### src/rtl/watchdog_pkg.sv
package watchdog_pkg;

  // Strobes sent from the control to the datapath each cycle
  typedef struct packed {
    logic cntClr;
    logic cntInc;
    logic toSet;
    logic toClr;
    logic pdSet;
    logic pdClr;
    logic rstFire;
    logic wakeFire;
  } wdtStrobes_t;

endpackage

### src/rtl/watchdog_datapath.sv
module watchdog_datapath
  import watchdog_pkg::*;
#(
  parameter int DIV_STAGES = 8,
  parameter int PRE_SEL_W  = 3
) (
  input  logic                 clk,
  input  logic                 rstN,
  input  wdtStrobes_t          strobes,
  input  logic [PRE_SEL_W-1:0] preSel,
  output logic                 atLimit,
  output logic                 rstReq,
  output logic                 wakeReq,
  output logic                 toFlag,
  output logic                 pdFlag
);

  localparam int PRE_MAX = (1 << PRE_SEL_W) - 1;
  localparam int CNT_W   = DIV_STAGES + PRE_MAX;

  logic [CNT_W-1:0] cnt;
  logic [CNT_W:0]   limitVal;

  // Period in ticks = 2^(DIV_STAGES + preSel)
  assign limitVal = (CNT_W+1)'(1) << (DIV_STAGES + int'(preSel));
  assign atLimit  = ({1'b0, cnt} == (limitVal - 1'b1));

  always_ff @(posedge clk or negedge rstN) begin
    if (!rstN) begin
      cnt <= '0;
    end else if (strobes.cntClr) begin
      cnt <= '0;
    end else if (strobes.cntInc) begin
      cnt <= atLimit ? '0 : cnt + 1'b1;
    end
  end

  always_ff @(posedge clk or negedge rstN) begin
    if (!rstN) begin
      toFlag <= 1'b0;
      pdFlag <= 1'b0;
    end else begin
      if (strobes.toClr)      toFlag <= 1'b0;
      else if (strobes.toSet) toFlag <= 1'b1;
      if (strobes.pdClr)      pdFlag <= 1'b0;
      else if (strobes.pdSet) pdFlag <= 1'b1;
    end
  end

  always_ff @(posedge clk or negedge rstN) begin
    if (!rstN) begin
      rstReq  <= 1'b0;
      wakeReq <= 1'b0;
    end else begin
      rstReq  <= strobes.rstFire;
      wakeReq <= strobes.wakeFire;
    end
  end

endmodule

### src/rtl/watchdog_ctrl.sv
module watchdog_ctrl
  import watchdog_pkg::*;
#(
  parameter int SRC_DIV_W = 2
) (
  input  logic        clk,
  input  logic        rstN,
  input  logic        wdtEn,
  input  logic        srcSel,
  input  logic        oscTick,
  input  logic        clrFirst,
  input  logic        clrSecond,
  input  logic        haltEnter,
  input  logic        inHalt,
  input  logic        atLimit,
  output wdtStrobes_t strobes
);

  logic divWrap;
  logic tick;
  logic armed;
  logic clrDone;

  generate
    if (SRC_DIV_W > 0) begin : gDiv
      logic [SRC_DIV_W-1:0] divCnt;
      always_ff @(posedge clk or negedge rstN) begin
        if (!rstN)       divCnt <= '0;
        else if (!wdtEn) divCnt <= '0;
        else             divCnt <= divCnt + 1'b1;
      end
      assign divWrap = &divCnt;
    end else begin : gNoDiv
      assign divWrap = 1'b1;
    end
  endgenerate

  assign tick    = wdtEn && (srcSel ? divWrap : oscTick);
  assign clrDone = clrSecond && armed;

  // Arming of the two-step clear
  always_ff @(posedge clk or negedge rstN) begin
    if (!rstN)         armed <= 1'b0;
    else if (clrDone)  armed <= 1'b0;
    else if (clrFirst) armed <= 1'b1;
  end

  always_comb begin
    strobes = '0;
    if (haltEnter) begin
      strobes.cntClr = 1'b1;
      strobes.pdSet  = 1'b1;
      strobes.toClr  = 1'b1;
    end else if (clrDone) begin
      strobes.cntClr = 1'b1;
      strobes.toSet  = 1'b1;
      strobes.pdClr  = 1'b1;
    end else if (!wdtEn) begin
      strobes.cntClr = 1'b1;
    end else if (tick) begin
      strobes.cntInc = 1'b1;
      if (atLimit) begin
        if (inHalt) begin
          strobes.wakeFire = 1'b1;
        end else begin
          strobes.rstFire = 1'b1;
          strobes.toSet   = 1'b1;
        end
      end
    end
  end

endmodule

### src/rtl/watchdog_core.sv
module watchdog_core
  import watchdog_pkg::*;
#(
  parameter int DIV_STAGES = 8,
  parameter int PRE_SEL_W  = 3,
  parameter int SRC_DIV_W  = 2
) (
  input  logic                 clk,
  input  logic                 rstN,
  input  logic                 wdtEn,
  input  logic                 srcSel,
  input  logic                 oscTick,
  input  logic [PRE_SEL_W-1:0] preSel,
  input  logic                 clrFirst,
  input  logic                 clrSecond,
  input  logic                 haltEnter,
  input  logic                 inHalt,
  output logic                 rstReq,
  output logic                 wakeReq,
  output logic                 toFlag,
  output logic                 pdFlag
);

  wdtStrobes_t strobes;
  logic        atLimit;

  watchdog_ctrl #(.SRC_DIV_W(SRC_DIV_W)) u_ctrl (
    .clk(clk), .rstN(rstN), .wdtEn(wdtEn), .srcSel(srcSel),
    .oscTick(oscTick), .clrFirst(clrFirst), .clrSecond(clrSecond),
    .haltEnter(haltEnter), .inHalt(inHalt), .atLimit(atLimit),
    .strobes(strobes)
  );

  watchdog_datapath #(.DIV_STAGES(DIV_STAGES), .PRE_SEL_W(PRE_SEL_W)) u_dp (
    .clk(clk), .rstN(rstN), .strobes(strobes), .preSel(preSel),
    .atLimit(atLimit), .rstReq(rstReq), .wakeReq(wakeReq),
    .toFlag(toFlag), .pdFlag(pdFlag)
  );

endmodule

### config.mk
export PLATFORM = sky130hd
export DESIGN_NAME = watchdog_core
export DESIGN_NICKNAME = d
export VERILOG_FILES = /design/src/rtl/watchdog_pkg.sv /design/src/rtl/watchdog_datapath.sv /design/src/rtl/watchdog_ctrl.sv /design/src/rtl/watchdog_core.sv
export SDC_FILE = /design/constraint.sdc
export NUM_CORES = 1
export LEC_CHECK = 0
export ABC_AREA = 1
export BUFFER_PORTS_ARGS = -buffer_cell sky130_fd_sc_hd__buf_2
export CAP_MARGIN = 25
export CORE_MARGIN = 2
export CORE_UTILIZATION = 50
export DETAILED_ROUTE_END_ITERATION = 10
export GPL_TIMING_DRIVEN = 1
export MAX_ROUTING_LAYER = met4
export PLACE_DENSITY = 0.69
export SKIP_CTS_REPAIR_TIMING = 1
export SLEW_MARGIN = 0
export SYNTH_ARGS = -nofsm -noshare
export SYNTH_HDL_FRONTEND = slang
export SYNTH_SLANG_ARGS = --single-unit
### constraint.sdc
create_clock -name clk -period 3.03 [get_ports clk]
set_input_delay 0.606 -clock clk [delete_from_list [all_inputs] [get_ports clk]]
set_output_delay 0.606 -clock clk [all_outputs]
set_load 0.02 [all_outputs]
## Word-level counts from Yosys, hierarchy flattened

Cells that the tools add are included.

| storage, ports and cells | value |
|---|---|
| word-level logic and storage cells | 49 |
| bits in registers | 22 |

| operators by class | value |
|---|---|
| equality and inequality tests | 1 |
| shift operators | 1 |
| reduce and logical (&&, ||, !) cells | 7 |
| $add $sub $neg | 4 |
| mux-type cells | 29 |

Operators by type and width:

| kind | count |
|---|---|
| two-way mux 15 bit | 3 |
| << shifter 1 x 32 -> 16 bit, first input constant | 1 |
| two-way mux 2 bit | 9 |
| == test 15 x 16 -> 1 bit | 1 |
| two-way mux 1 bit | 16 |
| subtractor 16 x 1 -> 16 bit, second input constant | 1 |
| adder 15 x 1 -> 15 bit, second input constant | 1 |
| nonzero test 2 bit | 4 |
| adder 4 x 3 -> 5 bit, first input constant | 1 |
| two-way mux 3 bit | 1 |
| adder 2 x 1 -> 2 bit, second input constant | 1 |
| logical AND 1 bit | 2 |
| AND reduction 2 bit | 1 |

## Depth between registers and ports, before layout

| logic depth | value |
|---|---|
| word-level depth | 11 |
| depth in mapped cells | 11 |
| mapped depth without buffers | 11 |

## Hierarchy

From an unflattened synthesis, not the netlist that was laid out.

| second synthesis, totals | value |
|---|---|
| cells, all modules | 232 |
| area, all modules | 1665.3 µm² |

By module, submodules not included:

| module | instances | cells each | area each (µm²) |
|---|---|---|---|
| watchdog_datapath | 1 | 197 | 1452.6 |
| watchdog_ctrl | 1 | 35 | 212.7 |

## Worst setup path after synthesis

No wires, ideal clock.

| path | value |
|---|---|
| kind | input-to-reg |
| start point | input clrSecond |
| end point | register u_dp.cnt[3] |
| cell stages on the path | 8 |
| data required time | 2.908 ns |
| data arrival time | 1.423 ns |
| slack | 1.485 ns |
| buffers on the path | 1 |
| cells stage by stage | nand2_1 -> nand2_1 -> nor2_4 -> nand2_2 -> buf_4 -> nand2_1 -> xor2_1 -> a21oi_1 |

| between the ends | value |
|---|---|
| longest elaborated chain between the ends | 4 |

RTL lines:

| element | line | RTL |
|---|---|---|
| start, declared | watchdog_core.sv:15 | `input logic clrSecond,` |
| logical AND 1 bit * | watchdog_ctrl.sv:39 | `assign clrDone = clrSecond && armed;` |
| two-way mux 1 bit | watchdog_ctrl.sv:54 | `end else if (clrDone) begin` |
| two-way mux 1 bit or two-way mux 2 bit (tied branches) | watchdog_ctrl.sv:50 | `if (haltEnter) begin` |
| two-way mux 15 bit or nonzero test 2 bit (tied branches) | -- |  |
| end signal, assigned | watchdog_datapath.sv:34 | `cnt <= atLimit ? '0 : cnt + 1'b1;` |
| end, declared | watchdog_datapath.sv:21 | `logic [CNT_W-1:0] cnt;` |

Every way passes the cells marked *; elsewhere a longest branch is shown, timed or not.
A chain may end at the register's enable or synchronous reset.

## Final worst setup path

| path | value |
|---|---|
| start point | register u_ctrl.gDiv.divCnt[0] |
| end point | register u_dp.cnt[13] |

| between the ends | value |
|---|---|
| longest elaborated chain between the ends | 8 |

RTL lines:

| element | line | RTL |
|---|---|---|
| start, declared | watchdog_ctrl.sv:26 | `logic [SRC_DIV_W-1:0] divCnt;` |
| start signal, assigned | watchdog_ctrl.sv:30 | `else divCnt <= divCnt + 1'b1;` |
| AND reduction 2 bit | watchdog_ctrl.sv:32 | `assign divWrap = &divCnt;` |
| two-way mux 1 bit | watchdog_ctrl.sv:38 | `assign tick = wdtEn && (srcSel ? divWrap : oscTick);` |
| logical AND 1 bit | watchdog_ctrl.sv:38 |  |
| two-way mux 2 bit | watchdog_ctrl.sv:60 | `end else if (tick) begin` |
| two-way mux 2 bit | watchdog_ctrl.sv:58 | `end else if (!wdtEn) begin` |
| two-way mux 1 bit | watchdog_ctrl.sv:54 |  |
| two-way mux 2 bit | watchdog_ctrl.sv:50 |  |
| nonzero test 2 bit (no source line) | -- |  |

No other way between the ends.

==> flow_metrics.py <==
metrics = {
    "worst_setup_path": {
        "crit_path_max_fanout": 24,
        "startpoint": "u_ctrl.gDiv.divCnt[0]$_DFF_PN0_",
        "reg2reg_slack_ps": 1240,
        "critical_path.startpoint_type": "flop",
        "cp_common_cell": "nand2_1",
        "worst-setup-path-type": "flop to flop",
        "path_cells": "ha_1 -> inv_1 -> nand2_1 -> nand3_1 -> nand2_2 -> inv_2 -> nor2_2 -> nand2_1 -> nand2_1 -> nand2_1 -> a21oi_1",
        "cp.required_ps": 3270,
        "crit_end": "u_dp.cnt[13]$_DFFE_PN0P_",
        "r2r-end": "u_dp.cnt[13]$_DFFE_PN0P_",
        "crit-reg2reg-launch": "u_ctrl.gDiv.divCnt[0]$_DFF_PN0_",
        "worstPathArrival_ps": 2030,
        "endpoint_kind": "flop",
        "reg2reg_depth": 11,
        "worst_path_max_delay_cell": "nand2_2",
        "cpPeakStageDelay_ps": 390,
    },
    "routing": {
        "drt_iter0_drc": 37,
        "wl_mm": 2.88,
        "wl_met1_mm": 1.32,
        "wl_met2_mm": 1.45,
        "wl_per_cell_microns": 12.5,
        "dr.max_layer_used": "met4",
        "vias": 1225,
        "dr_wl_met3_microns": 88,
        "dr.pass1.iters": 4,
        "via_per_inst": 5.33,
        "drc_errors": 0,
        "antenna_left": 0,
    },
    "grt": {
        "grt_first_pass_wirelength_mm": 4.82,
        "grt_usage_pct": 19.7,
        "grt_max_degree": 25,
        "antenna_found_initial": 0,
        "grt_pass1_vias": 1224,
        "overflow": 0,
    },
    "final_layout": {
        "areaGrowthSynthToFinish_pct": 10.4,
        "drive_gt1_share_pct": 16.5,
        "layout.nets": 215,
        "final_area_sq_um": 1480,
        "num_antenna_cells": 0,
    },
    "synth": {
        "synth_area_leader_cell": "dfrtp_1",
        "synth_area_per_cell_sq_um": 7.28,
        "yosys_warnings": 0,
        "syn_inst": 184,
        "synth_area_sq_um": 1340,
        "synthTopCellsByCount": "52 x nand2_1, 26 x inv_1, 22 x dfrtp_1",
        "ys_ff_latch": 22,
        "seq_area_frac_synth_pct": 41.1,
        "synth_edf_count": 0,
        "syn_nets": 198,
        "ys_types": 23,
        "async_reset_ff_share_pct": 100,
        "synth_area_leaders": "dfrtp_1 41%, nand2_1 15%, inv_1 7.3%",
        "ys.flop_type": "dfrtp_1",
        "post-synth-top-count-cell": "nand2_1",
        "synth_top_area_share_pct": 41.1,
    },
    "placed_design": {
        "post-dp-hpwl_mm": 2.17,
        "dp_slack_ps": 1020,
        "io_buffer_count": 15,
        "place_area_sq_um": 1430,
        "gp_congestion": 0.919,
    },
    "floorplanning": {
        "chipHeight_microns": 55.7,
        "std_cell_rows": 18,
        "io_pins": 16,
        "die_area_sq_um": 3110,
        "initial_utilization_pct": 53.6,
        "core_area_sq_um": 2500,
        "die_x_microns": 55.7,
    },
    "sta": {
        "max_freq_ghz": 0.559,
        "setup-violations-final": 0,
        "tns_ps": 0,
        "report.final.hold_viol_count": 0,
        "drv_slew": 0,
        "tightest_slew_ps": 492,
        "grt_setup_unrepaired": "false",
        "fin_ws_ps": 1240,
        "fin_skew_ps": 4.51,
        "relSlewSlack_pct": 67.2,
        "finalCriticalPeriod_ps": 1790,
        "fin_crit_sh_pct": 59.0,
    },
    "power_and_ir_drop": {
        "ir_drop_mv": 0.359,
        "cellLeakagePower_nw": 0.719,
        "finalPower_mw": 0.620,
        "p_per_area_nw_per_um2": 419,
    },
    "clock_tree": {
        "clk_latency_ps": 310,
        "cts_tree": "yes",
        "clockRootBuffer": "clkbuf_4",
        "numCtsBuffers": 3,
        "path_clk_slew_ps": 130,
        "clkSinkCount": 22,
        "cts_max_path_buffers": 2,
        "htree_num_levels": 1,
    },
    "job": {
        "max-cap-violations": 0,
    },
    "outcome": {
        "run_status": "finished clean",
    },
    "min_path": {
        "hold_class": "input port to asynchronous set/reset pin",
    },
}
[cells by family (layout without fill, tap and decap cells)]
| kind of cell | Yosys count | in the layout | share of synthesized area, % |
|---|---|---|---|
| AOI/OAI and AO/OA | 24 | 24 | 9.81 |
| xor gates and xnor gates | 6 | 6 | 3.93 |
| adders and majority gates | 2 | 2 | 1.87 |
| buffers and inverters | 31 | 47 | 9.81 |
| DFF | 22 | 22 | 41.1 |
| and+or+nand+nor | 99 | 99 | 33.5 |
[cell usage in the layout, fill, tap and decap left out, types with 2 or more instances in the layout]
cell type | Yosys | routed
a21oi_1 | 12 | 12
nor2_2 | 4 | 4
nand3_1 | 16 | 16
buf_2 | 0 | 15
nor3_1 | 5 | 5
nand4_1 | 5 | 5
ha_1 | 2 | 2
a21oi_2 | 2 | 2
o21ai_0 | 8 | 8
xor2_1 | 6 | 6
inv_1 | 26 | 26
inv_2 | 2 | 2
dfrtp_1 | 22 | 22
clkbuf_4 | 0 | 3
nand2_1 | 52 | 52
nor2_1 | 11 | 11
nand2_2 | 2 | 2
[layer usage]
layer	track usage, %	vias to the layer above
li1	-	623
met1	22.7	565
met2	32.7	31
met3	3.26	6
met4	11.1	0
met5	-	-
[through the flow]
| stage | utilization, % | hold WS, ps | cells |
|---|---|---|---|
| final | 59.1 | 236 | 230 |
| after global routing | 59.1 | 263 | 230 |
| after CTS | 59.1 | 244 | 230 |
| after detailed placement | 57.0 | 423 | 226 |
| after global placement | 57.0 | 419 | 226 |
| after floorplan | - | 310 | 184 |
[sequential cells by signal, indices dropped and copies added (netlist names)]
register	flops
u_dp.cnt	15
u_ctrl.gDiv.divCnt	2
u_ctrl.armed	1
u_dp.pdFlag	1
u_dp.rstReq	1
u_dp.toFlag	1
u_dp.wakeReq	1
[worst min path at each step]
| stage | from | endpoint | slack (ps) | depth (start not counted) |
|---|---|---|---|---|
| final | rstN | u_dp.cnt[6]$_DFFE_PN0P_ | 240 | 1 |
| after global routing | rstN | u_dp.cnt[6]$_DFFE_PN0P_ | 260 | 1 |
| after CTS | rstN | u_dp.cnt[6]$_DFFE_PN0P_ | 240 | 1 |
| after detailed placement | u_ctrl.gDiv.divCnt[0]$_DFF_PN0_ | u_ctrl.gDiv.divCnt[0]$_DFF_PN0_ | 420 | 1 |
| after global placement | u_ctrl.gDiv.divCnt[0]$_DFF_PN0_ | u_ctrl.gDiv.divCnt[0]$_DFF_PN0_ | 420 | 1 |
| after floorplan | rstN | u_ctrl.armed$_DFFE_PN0P_ | 310 | 0 |
[power by group]
group	leakage [nW]	switching, mW	internal, mW	total (mW)
registers	0.297	0.00592	0.306	0.312
clock network	0.0279	0.0939	0.134	0.228
logic	0.394	0.0564	0.0239	0.0803
[area by class of cell]
type,instances,area [sq um]
Clock buffer,3,22.5
Clock inverter,1,30.0
Fill cell,221,1020
Inverter,28,105
Multi-Input combinational cell,131,657
Sequential cell,22,551
Tap cell,30,37.5
Timing Repair Buffer,15,75.1
[worst max-delay path, delay by kind of cell, from the launching register on]
kind / cells / cell delay, ps
compound gates: 1 / 100
fa+ha+maj: 1 / 140
buf+inv: 2 / 170
flops: 1 / 370
simple gates: 7 / 920
Power figures use the tool's default switching activity.
